## src/rtl/icm_pkg.sv

```systemverilog
package icm_pkg;
   function automatic int unsigned id_width(input int unsigned n);
      int unsigned w;
      w = 1;
      while ((1 << w) < n) w++;
      return w;
   endfunction
endpackage

```

## src/rtl/icm_track.sv

```systemverilog
module icm_track
   import icm_pkg::*;
#(
   parameter int unsigned NUM_IDS = 8,
   localparam int unsigned ID_W = id_width(NUM_IDS)
) (
   input  logic               clk,
   input  logic               rst_n,
   input  logic               clear_i,
   input  logic               take_i,
   input  logic [ID_W-1:0]    id_i,
   output logic               in_range_o,
   output logic [NUM_IDS-1:0] pend_o
);
   logic [NUM_IDS-1:0] open_q;
   logic [NUM_IDS-1:0] mark_q [NUM_IDS];
   logic               hit;

   always_comb begin
      in_range_o = 1'b0;
      pend_o     = '0;
      for (int i = 0; i < NUM_IDS; i++) begin
         if (id_i == ID_W'(i)) begin
            in_range_o = 1'b1;
            pend_o     = mark_q[i];
         end
      end
   end

   assign hit = take_i && in_range_o;

   for (genvar r = 0; r < NUM_IDS; r++) begin : g_row
      always_ff @(posedge clk or negedge rst_n) begin
         if (!rst_n) begin
            open_q[r] <= 1'b0;
            mark_q[r] <= '0;
         end else if (clear_i) begin
            open_q[r] <= 1'b0;
            mark_q[r] <= '0;
         end else if (hit) begin
            if (id_i == ID_W'(r)) begin
               open_q[r] <= 1'b1;
               mark_q[r] <= '0;
            end else if (open_q[r]) begin
               for (int c = 0; c < NUM_IDS; c++) begin
                  if (id_i == ID_W'(c)) mark_q[r][c] <= 1'b1;
               end
            end
         end
      end
   end
endmodule

```

## src/rtl/icm_walker.sv

```systemverilog
module icm_walker
   import icm_pkg::*;
#(
   parameter int unsigned NUM_IDS = 8,
   localparam int unsigned ID_W = id_width(NUM_IDS)
) (
   input  logic               clk,
   input  logic               rst_n,
   input  logic               clear_i,
   input  logic               start_i,
   input  logic [ID_W-1:0]    row_i,
   input  logic [NUM_IDS-1:0] pend_i,
   output logic               busy_o,
   output logic               inc_o,
   output logic [ID_W-1:0]    inc_row_o,
   output logic [ID_W-1:0]    inc_col_o
);
   localparam logic [ID_W-1:0] LAST_COL = ID_W'(NUM_IDS - 1);

   logic               busy_q;
   logic [ID_W-1:0]    col_q;
   logic [ID_W-1:0]    row_q;
   logic [NUM_IDS-1:0] mask_q;
   logic               cur_bit;

   always_comb begin
      cur_bit = 1'b0;
      for (int c = 0; c < NUM_IDS; c++) begin
         if (col_q == ID_W'(c)) cur_bit = mask_q[c];
      end
   end

   always_ff @(posedge clk or negedge rst_n) begin
      if (!rst_n) begin
         busy_q <= 1'b0;
         col_q  <= '0;
         row_q  <= '0;
         mask_q <= '0;
      end else if (clear_i) begin
         busy_q <= 1'b0;
         col_q  <= '0;
         mask_q <= '0;
      end else if (busy_q) begin
         if (col_q == LAST_COL) begin
            busy_q <= 1'b0;
            col_q  <= '0;
         end else begin
            col_q <= col_q + 1'b1;
         end
      end else if (start_i && (|pend_i)) begin
         busy_q <= 1'b1;
         col_q  <= '0;
         row_q  <= row_i;
         mask_q <= pend_i;
      end
   end

   assign busy_o    = busy_q;
   assign inc_o     = busy_q && cur_bit;
   assign inc_row_o = row_q;
   assign inc_col_o = col_q;
endmodule

```

## src/rtl/icm_counters.sv

```systemverilog
module icm_counters
   import icm_pkg::*;
#(
   parameter int unsigned NUM_IDS  = 8,
   parameter int unsigned CNT_W    = 8,
   parameter bit          READ_REG = 1'b1,
   localparam int unsigned ID_W    = id_width(NUM_IDS),
   localparam int unsigned ENTRIES = NUM_IDS * NUM_IDS
) (
   input  logic             clk,
   input  logic             rst_n,
   input  logic             clear_i,
   input  logic             inc_i,
   input  logic [ID_W-1:0]  inc_row_i,
   input  logic [ID_W-1:0]  inc_col_i,
   input  logic [ID_W-1:0]  rd_row_i,
   input  logic [ID_W-1:0]  rd_col_i,
   output logic [CNT_W-1:0] rd_data_o
);
   localparam logic [CNT_W-1:0] CNT_MAX = '1;

   logic [CNT_W-1:0] cnt_q [ENTRIES];
   logic [CNT_W-1:0] rd_val;

   for (genvar e = 0; e < ENTRIES; e++) begin : g_cnt
      localparam int unsigned ROW = e / NUM_IDS;
      localparam int unsigned COL = e % NUM_IDS;
      logic sel;
      assign sel = inc_i && (inc_row_i == ID_W'(ROW)) && (inc_col_i == ID_W'(COL));
      always_ff @(posedge clk or negedge rst_n) begin
         if (!rst_n)                          cnt_q[e] <= '0;
         else if (clear_i)                    cnt_q[e] <= '0;
         else if (sel && (cnt_q[e] != CNT_MAX)) cnt_q[e] <= cnt_q[e] + 1'b1;
      end
   end

   always_comb begin
      rd_val = '0;
      for (int k = 0; k < ENTRIES; k++) begin
         if ((rd_row_i == ID_W'(k / NUM_IDS)) && (rd_col_i == ID_W'(k % NUM_IDS)))
            rd_val = cnt_q[k];
      end
   end

   if (READ_REG) begin : g_rd_reg
      logic [CNT_W-1:0] rd_q;
      always_ff @(posedge clk or negedge rst_n) begin
         if (!rst_n) rd_q <= '0;
         else        rd_q <= rd_val;
      end
      assign rd_data_o = rd_q;
   end else begin : g_rd_comb
      assign rd_data_o = rd_val;
   end
endmodule

```

## src/rtl/icm_accum.sv

```systemverilog
module icm_accum
   import icm_pkg::*;
#(
   parameter int unsigned NUM_IDS  = 8,
   parameter int unsigned CNT_W    = 8,
   parameter bit          READ_REG = 1'b1,
   localparam int unsigned ID_W    = id_width(NUM_IDS)
) (
   input  logic             clk,
   input  logic             rst_n,
   input  logic             clear_i,
   input  logic             id_valid_i,
   input  logic [ID_W-1:0]  id_i,
   output logic             id_ready_o,
   input  logic [ID_W-1:0]  rd_row_i,
   input  logic [ID_W-1:0]  rd_col_i,
   output logic [CNT_W-1:0] rd_data_o
);
   if (NUM_IDS < 2) begin : g_bad_ids
      $error("icm_accum: NUM_IDS must be at least 2");
   end
   if (NUM_IDS > 64) begin : g_big_ids
      $error("icm_accum: NUM_IDS above 64 makes the counter array too large");
   end
   if (CNT_W < 1 || CNT_W > 32) begin : g_bad_cnt
      $error("icm_accum: CNT_W must lie in 1..32");
   end

   logic               take;
   logic               in_range;
   logic [NUM_IDS-1:0] pend;
   logic               busy;
   logic               inc;
   logic [ID_W-1:0]    inc_row;
   logic [ID_W-1:0]    inc_col;

   assign id_ready_o = !busy;
   assign take       = id_valid_i && !busy && !clear_i;

   icm_track #(.NUM_IDS(NUM_IDS)) u_track (
      .clk       (clk),
      .rst_n     (rst_n),
      .clear_i   (clear_i),
      .take_i    (take),
      .id_i      (id_i),
      .in_range_o(in_range),
      .pend_o    (pend)
   );

   icm_walker #(.NUM_IDS(NUM_IDS)) u_walk (
      .clk      (clk),
      .rst_n    (rst_n),
      .clear_i  (clear_i),
      .start_i  (take && in_range),
      .row_i    (id_i),
      .pend_i   (pend),
      .busy_o   (busy),
      .inc_o    (inc),
      .inc_row_o(inc_row),
      .inc_col_o(inc_col)
   );

   icm_counters #(.NUM_IDS(NUM_IDS), .CNT_W(CNT_W), .READ_REG(READ_REG)) u_cnt (
      .clk      (clk),
      .rst_n    (rst_n),
      .clear_i  (clear_i),
      .inc_i    (inc),
      .inc_row_i(inc_row),
      .inc_col_i(inc_col),
      .rd_row_i (rd_row_i),
      .rd_col_i (rd_col_i),
      .rd_data_o(rd_data_o)
   );
endmodule

```

## config.mk

```make
export PLATFORM = sky130hd
export DESIGN_NAME = icm_accum
export DESIGN_NICKNAME = d
export VERILOG_FILES = /design/src/rtl/icm_pkg.sv /design/src/rtl/icm_track.sv /design/src/rtl/icm_walker.sv /design/src/rtl/icm_counters.sv /design/src/rtl/icm_accum.sv
export SDC_FILE = /design/constraint.sdc
export NUM_CORES = 1
export LEC_CHECK = 0
export BUFFER_PORTS_ARGS = -buffer_cell sky130_fd_sc_hd__buf_2
export CAP_MARGIN = 10
export CORE_MARGIN = 2
export CORE_UTILIZATION = 40
export CTS_BUF_LIST = sky130_fd_sc_hd__clkbuf_2
export CTS_CLUSTER_SIZE = 25
export DETAILED_ROUTE_END_ITERATION = 6
export PLACE_DENSITY = 0.67
export SLEW_MARGIN = 0
export SYNTH_ARGS = -nofsm -noshare
export SYNTH_HDL_FRONTEND = slang
export SYNTH_HIERARCHICAL = 1
export SYNTH_SLANG_ARGS = --single-unit
```

## constraint.sdc

```tcl
create_clock -name clk -period 6.1 [get_ports clk]
set_clock_uncertainty 0.2 [all_clocks]
set_input_delay 1.83 -clock clk [delete_from_list [all_inputs] [get_ports clk]]
set_output_delay 1.83 -clock clk [all_outputs]
set_load 0.01 [all_outputs]
```

==> metrics.yaml, run 1 <==
global_routing:
  met1_usage_pct: 32.4
  number_of_global_route_vias_before_repair: 27800
  busiest_layer: "met2"
  grt_overflow_total: 0
  gr-usage-met2_pct: 37.7
  grt_start_max_net_pins: 207
  grt_overall_usage_pct: 24.5
  grt_antenna_before_repair: 3
  grt_pass1_wl_mm: 166
  grt_util_met3_pct: 5.51
routing:
  dr.pass1.iters: 7
  drt_first_iter_violations: 3228
  vias: 29300
  antenna_violating_nets_post_route: 0
  detail_route.drc_violations: 0
  wire_per_inst_um: 21.8
  routed_wl_mm: 108
  routed_via_density: 5.92
synthesis:
  synth_area_per_cell_um2: 9.43
  yosysTopAreaCellShare_pct: 43.9
  seq_area_frac_synth_pct: 43.9
  fraction_of_registers_with_async_set_reset_pct: 100
  synth_nets: 3706
  synth-warning-count: 6
  synth_cells: 3623
  synth.lib_cells_used.distinct: 95
  synth_ff_type: "dfrtp_1"
  synthTopCellsByArea: "dfrtp_1 (44%), xor2_1 (6.7%), nor2_1 (6.6%), mux2i_1 (3.5%), a21oi_1 (3.3%)"
  post_synth_instance_area_um2: 34200
  synth_enable_flop_cells: 0
  synth_area_leader_cell: "dfrtp_1"
  postSynthRegisterBits: 599
die:
  io-pin-count: 22
  die_h_um: 296
  die_area_um2: 87800
  fp.dieW_um: 296
  placement_rows: 107
  start_util_pct: 40.3
  core-area_um2: 84900
power:
  totalPowerFinal_w: 0.00757
  pwr-share-seq_pct: 53.1
  p_switching_w: 0.00225
  power_frac_clock_pct: 39.3
  p_int_w: 0.00533
  power.density_nw_per_um2: 205
  power.share.switching_pct: 29.7
  maximum_ir_drop_on_the_vdd_rail_mv: 0.154
  p_leak_nw: 15.7
  comb_power_share_pct: 7.6
worst_setup_path:
  ff2ff_path_depth: 11
  worstPathArrival_ns: 5.78
  reg2reg_to: "u_cnt/cnt_q[135]$_DFFE_PN0P_"
  critical_path.cell_chain: "ha_1 -> ha_1 -> nor2b_1 -> o21ai_0 -> nand3_1 -> o21ai_0 -> nand4b_2 -> nor3_2 -> nand4_1 -> or3_1 -> a21oi_1"
  timing.critical_path.slowest_cell_delay_ns: 0.83
  critPathBufInv: 0
  path_class: "reg2reg"
  critical_path.reg2reg.startpoint: "u_walk/inc_col_o[0]$_DFFE_PN0P_"
  setup.worst_path.start_class: "register"
  crit_path_end_kind: "register"
  cp.required_ns: 7.22
  critPathMaxFanout: 13
  critical_path.top_delay_family: "simple AND/OR/NAND/NOR gates"
  reg2reg_slack_ns: 1.44
  slowest_stage: "nand4b_2"
timing:
  setup-tns-final_ns: 0
  max_freq_ghz: 0.215
  final_min_period_over_clock_period_pct: 76.4
  worst-slew-pin-transition_ns: 1.10
  worst_slew_margin_relative_to_its_limit_pct: 26.4
  finalWorstPathRequiredPeriod_ns: 4.66
  postLayoutSetupSlackWorst_ns: 1.44
  grt_setup_unrepaired: "no"
  finalHoldViolCount: 0
  setup_viol_count_final: 0
  final-max-slew-violation-count: 0
hold_path:
  min-delay-path-class: "in2async"
layout:
  layout_commonest_cell: "dfrtp_1"
  finish.cell_count_without_fillers: 4944
  num-nets-final: 3752
  nFillCells: 8424
  regArea_um2: 15000
  most-common-layout-cells: "dfrtp_1 (599), nor2_1 (597), xor2_1 (260)"
  utilization_pct: 43.5
  multi_input_area_um2: 18300
  drive_above_1_share_pct: 13.3
  area_delta_synth_final_pct: 7.98
run:
  maxCapViolations: 0
clock_network:
  cts.sinks: 599
  cts_hold_repair.buffers: 0
  cts_setup_buffers: 0
  cts_max_level: 4
  clock_insertion_delay_worst_skew_ns: 1.43
  tritoncts: "done"
  postCtsResizedCells: 0
  cts_root_buffer: "clkbuf_2"
  clkTransAtPathRegs_ns: 0.11
  clock_path_buffers: 3
  cts_buffers: 165
place:
  io_buffers: 21
  detailed_place_hpwl_mm: 74.1
  gpl.final_weighted_congestion: 1.02
  detailedPlace.worstSlack_ns: 1.15
  placed_cells_incl_taps: 4646
status:
  status: "complete, no violations"
[logic make-up (layout without fill, tap and decap cells)]
| logic type | Yosys count | in the layout | share of synthesized area (%) |
|---|---|---|---|
| AND/OR/NAND/NOR | 1483 | 1483 | 21.7 |
| AO/OA/AOI/OAI | 708 | 708 | 13.6 |
| XOR/XNOR | 357 | 357 | 9.15 |
| buffers and inverters | 217 | 388 | 2.76 |
| multiplexers | 188 | 188 | 6.40 |
| other | 1 | 7 | 0.0110 |
| flip-flops | 599 | 599 | 43.9 |
| adder cells (fa/ha/maj) | 70 | 70 | 2.56 |
[state kept, by name (all words and copies together) (netlist names)]
register          cells
u_cnt/cnt_q         512
u_cnt/rd_data_o       8
u_walk/busy_o         1
u_walk/mask_q         8
u_walk/inc_col_o      3
u_walk/inc_row_o      3
u_track/open_q        8
u_track/mark_q       56
[Yosys cell counts (9+ instances only)]
cell type / n
nand3_1: 120
o21ai_0: 182
a21o_1: 11
o211ai_1: 16
nor2_1: 598
a31oi_1: 18
nor2b_1: 26
nor3_2: 33
mux4_2: 19
clkbuf_1: 117
or2_2: 9
a211oi_1: 14
a21oi_1: 225
a221oi_1: 24
a22o_1: 19
nand2_1: 249
xor2_1: 260
a22oi_1: 34
o22ai_1: 41
or3_1: 96
and2_1: 11
nand4_1: 154
o221ai_1: 20
ha_1: 70
dfrtp_1: 599
buf_1: 12
buf_2: 55
xnor2_1: 97
nor3_1: 11
nand2b_1: 13
mux2i_1: 121
and3_1: 82
inv_1: 22
mux2_2: 46
and4_1: 19
a311oi_2: 18
[how the worst max path moves through the flow]
stage | startpoint | endpoint | slack (ns) | cells after the start
after detailed placement | rd_col_i[2] | u_cnt/rd_data_o[6]$_DFF_PN0_ | 1.15 | 8
after global routing | u_walk/inc_col_o[0]$_DFFE_PN0P_ | u_cnt/cnt_q[133]$_DFFE_PN0P_ | 1.08 | 11
after floorplan | id_i[0] | u_walk/inc_row_o[1]$_DFFE_PN0P_ | 1.85 | 10
after global placement | rd_col_i[1] | u_cnt/rd_data_o[6]$_DFF_PN0_ | 1.18 | 8
after CTS | u_walk/inc_col_o[0]$_DFFE_PN0P_ | u_cnt/cnt_q[133]$_DFFE_PN0P_ | 1.48 | 11
final | u_walk/inc_col_o[0]$_DFFE_PN0P_ | u_cnt/cnt_q[135]$_DFFE_PN0P_ | 1.44 | 11
[layer usage]
metal	up-vias	part of all wire [%]
met2	1314	45
met1	14400	42
met4	2	4.8
met3	299	8.4
li1	13200	-
met5	-	0.012
[power by group through the flow]
| stage | clock network (W) | logic, W | registers, W |
|---|---|---|---|
| after floorplan | 0 | 0.000317 | 0.00409 |
| after global placement | 0 | 0.000561 | 0.00410 |
| after detailed placement | 0 | 0.000564 | 0.00410 |
| after CTS | 0.00310 | 0.000565 | 0.00402 |
| after global routing | 0.00331 | 0.000614 | 0.00402 |
| final | 0.00298 | 0.000576 | 0.00402 |
[per-stage QoR]
step	cell area [um2]	hold slack [ns]
after floorplan	34200	0.254
after global placement	35400	0.268
after detailed placement	35400	0.280
after CTS	36900	0.0909
after global routing	36900	0.171
final	36900	0.251
[cell type report]
cell class | instances | area share (%)
diodes | 6 | 0.0407
flip-flops and latches | 599 | 40.6
repair buffers | 72 | 1.65
multi-input cells | 2807 | 49.5
inverters | 24 | 0.244
clock inverters | 50 | 0.817
well taps | 1144 | 3.88
clock buffers | 242 | 3.28
No activity file was read; power rests on OpenSTA's default activity.
==> run 2: changes to the inputs <==
--- a/config.mk
+++ b/config.mk
@@ -12,7 +12,7 @@
 export CTS_BUF_LIST = sky130_fd_sc_hd__clkbuf_2
 export CTS_CLUSTER_SIZE = 25
 export DETAILED_ROUTE_END_ITERATION = 6
-export PLACE_DENSITY = 0.67
+export PLACE_DENSITY = 0.69
 export SLEW_MARGIN = 0
 export SYNTH_ARGS = -nofsm -noshare
 export SYNTH_HDL_FRONTEND = slang
==> constraint.sdc (replaced) <==
create_clock -name clk -period 4.1 [get_ports clk]
set_clock_uncertainty 0.2 [all_clocks]
set_input_delay 1.23 -clock clk [delete_from_list [all_inputs] [get_ports clk]]
set_output_delay 1.23 -clock clk [all_outputs]
set_load 0.01 [all_outputs]
==> run 2 against run 1 <==
  * Worst hold slack got worse by 0.057 ns
  * Wire length shrank 0.18%
  * Die area did not move
  * Largest cell class unchanged
  * Non-clock buffer count rose by 105
  * Setup slack lost 1.1 ns
  * Sequential cell count stayed put
  * Critical path type unchanged
  * Register-to-register slack worse by 1.1 ns
  * Sequential share of layout area decreased by 1.0 points
  * Largest power group unchanged
  * Critical path depth is 1 higher
  * Sequential power up 49%
==> metrics.yaml, run 2 (synthesized netlist as in run 1, its figures left out) <==
status:
  status: "complete, no violations"
timing:
  setup_viol_count_final: 0  # unchanged
  grt_setup_unrepaired: "yes"
  final_min_period_over_clock_period_pct: 92.8  # +16 points
  worst-slew-pin-transition_ns: 1.11  # +0.00690 ns
  worst_slew_margin_relative_to_its_limit_pct: 25.9  # -0.46 points
  final-max-slew-violation-count: 0  # unchanged
  postLayoutSetupSlackWorst_ns: 0.294  # -1.15 ns
  finalWorstPathRequiredPeriod_ns: 3.81  # -0.852 ns
  max_freq_ghz: 0.263  # +22%
  finalHoldViolCount: 0  # unchanged
layout:
  most-common-layout-cells: "dfrtp_1 (599), nor2_1 (597), xor2_1 (260)"
  area_delta_synth_final_pct: 10.7
  regMostFlops: "u_cnt/cnt_q"
  largest_reg_flops: 512  # unchanged
  layout_commonest_cell: "dfrtp_1"
  utilization_pct: 44.6  # +1.1 points
  drive_above_1_share_pct: 15.1  # +1.8 points
  num-nets-final: 3859  # +2.9%
  reg.largest.list: "u_cnt/cnt_q x512, u_track/mark_q x56"
die:
  die_area_um2: 87800  # unchanged
  io-pin-count: 22  # unchanged
  core-area_um2: 84900  # unchanged
  fp.dieW_um: 296  # unchanged
  start_util_pct: 40.3  # unchanged
  die_h_um: 296  # unchanged
  placement_rows: 107  # unchanged
routing:
  routed_wl_mm: 107  # -0.18%
  drt_first_iter_violations: 3197  # -0.96%
  routed_via_density: 5.83  # -1.4%
  antenna_violating_nets_post_route: 0  # unchanged
  vias: 29400  # +0.65%
  dr.pass1.iters: 6  # -1
  wire_per_inst_um: 21.3  # -2.2%
  detail_route.drc_violations: 0  # unchanged
clock_network:
  cts_buffers: 167  # +1.2%
  cts_max_level: 4  # unchanged
  clkTransAtPathRegs_ns: 0.10  # about the same
  clock_insertion_delay_worst_skew_ns: 1.49  # +0.06 ns
  clock_path_buffers: 3  # unchanged
  tritoncts: "done"
  cts.sinks: 599  # unchanged
  cts_setup_buffers: 0  # unchanged
  cts_root_buffer: "clkbuf_2"
worst_setup_path:
  critical_path.cell_chain: "ha_1 -> ha_1 -> nor2b_1 -> o21ai_0 -> nand3_1 -> o21ai_0 -> buf_4 -> nand3_2 -> nor3_2 -> nand4_1 -> or3_1 -> a21oi_1"
  critical_path.reg2reg.startpoint: "u_walk/inc_col_o[1]$_DFFE_PN0P_"
  worstPathArrival_ns: 4.94  # -0.84 ns
  crit_path_end_kind: "register"
  slowest_stage: "dfrtp_1"
  cp.required_ns: 5.24  # -1.98 ns
  critPathMaxFanout: 12  # -1
  setup.worst_path.start_class: "register"
  ff2ff_path_depth: 12  # +1
  timing.critical_path.slowest_cell_delay_ns: 0.51  # -0.32 ns
  path_class: "reg2reg"
  reg2reg_to: "u_cnt/cnt_q[77]$_DFFE_PN0P_"
  reg2reg_slack_ns: 0.29  # -1.15 ns
hold_path:
  worstHoldPathCells: 3
  holdCritStartpoint: "id_i[0]"
  min-delay-path-class: "in2reg"
  worst_hold_path.endpoint: "u_track/mark_q[39]$_DFFE_PN0P_"
run:
  maxCapViolations: 0  # unchanged
place:
  detailed_place_hpwl_mm: 75.1  # +1.5%
  detailedPlace.worstSlack_ns: 0.0819  # -1.07 ns
  io_buffers: 21  # unchanged
  gpl.final_weighted_congestion: 1.01  # -0.82%
global_routing:
  number_of_global_route_vias_before_repair: 28400  # +2.2%
  grt_antenna_before_repair: 6  # +3
  grt_overflow_total: 0  # unchanged
  grt_start_max_net_pins: 201  # -2.9%
  grt_overall_usage_pct: 24.6  # +0.077 points
  grt_pass1_wl_mm: 167  # +0.98%
power:
  p_leak_nw: 16.2  # +3.4%
  power.density_nw_per_um2: 298  # +45%
  maximum_ir_drop_on_the_vdd_rail_mv: 0.256  # +66%
run 2: changes by cell type in the layout (fill, tap and decap cells not counted), sizes merged, moves of 2 or more:
| cell | previous run | this run |
|---|---|---|
| buf | 72 | 171 |
| clkinvlp | 3 | 5 |
| dlygate4sd3 | 0 | 6 |
| inv | 26 | 24 |
| clkinv | 42 | 56 |
| clkbuf | 242 | 226 |
run 2: worst max-delay path by stage:
stage / startpoint / end / slack [ns] / depth (start not counted)
5_1_grt: u_walk/inc_col_o[1]$_DFFE_PN0P_ / u_cnt/cnt_q[109]$_DFFE_PN0P_ / -0.03 / 12
2_1_floorplan: id_i[0] / u_walk/inc_row_o[1]$_DFFE_PN0P_ / 0.45 / 10
3_5_place_dp: rd_col_i[0] / u_cnt/rd_data_o[6]$_DFF_PN0_ / 0.08 / 8
3_3_place_gp: rd_row_i[0] / u_cnt/rd_data_o[6]$_DFF_PN0_ / 0.11 / 8
4_1_cts: u_walk/inc_col_o[1]$_DFFE_PN0P_ / u_cnt/cnt_q[277]$_DFFE_PN0P_ / 0.28 / 13
6_report: u_walk/inc_col_o[1]$_DFFE_PN0P_ / u_cnt/cnt_q[77]$_DFFE_PN0P_ / 0.29 / 12
run 2: routing by layer:
layer	part of all wire (%)	wire length (um)	vias up	track usage [%]
met3	7.8	8360	300	5.16
li1	-	-	13400	-
met2	45	48500	1227	37.6
met5	0.0047	5	-	0
met4	4.9	5270	2	13.4
met1	42	45200	14500	32.7
run 2: worst max-delay path: cells and delay by family, from the launching register on:
kind | cells | cell delay (ns)
adder cells (fa/ha/maj) | 2 | 0.49
flip-flops | 1 | 0.51
buffers and inverters | 1 | 0.20
AO/OA/AOI/OAI | 3 | 0.54
AND/OR/NAND/NOR | 6 | 1.77
run 2: layout make-up:
| cell class | instances | area [um2] |
|---|---|---|
| Antenna cell | 7 | 17.5 |
| Clock buffer | 226 | 1130 |
| Fill cell | 8282 | 47000 |
| Sequential cell | 599 | 15000 |
| Clock inverter | 64 | 370 |
| Tap cell | 1144 | 1430 |
| Timing Repair Buffer | 177 | 1540 |
| Inverter | 24 | 90.1 |
| Multi-Input combinational cell | 2807 | 18300 |
run 2: power by group:
group	switching [W]	total, W	internal, W
clock network	0.00269	0.00440	0.00171
registers	0.0000427	0.00597	0.00593
logic	0.000657	0.000926	0.000269
run 2: timing repair:
action / in CTS / in global routing
hold buffers: 7 / 0
hold endpoints to repair: 520 / 0
gates resized for setup: 0 / 4
setup endpoints to repair: 0 / 8
run 2: through the flow:
stage / setup TNS (ns) / power [W] / area (um2) / instances / hold WS, ns
after detailed placement: 0 / 0.00699 / 36200 / 4744 / 0.278
final: 0 / 0.0113 / 37900 / 5048 / 0.193
after CTS: 0 / 0.0115 / 37800 / 5041 / 0.0360
after global routing: -0.0980 / 0.0119 / 37900 / 5048 / 0.135
after global placement: 0 / 0.00699 / 36200 / 4744 / 0.268
after floorplan: 0 / 0.00655 / 34200 / 3623 / 0.254
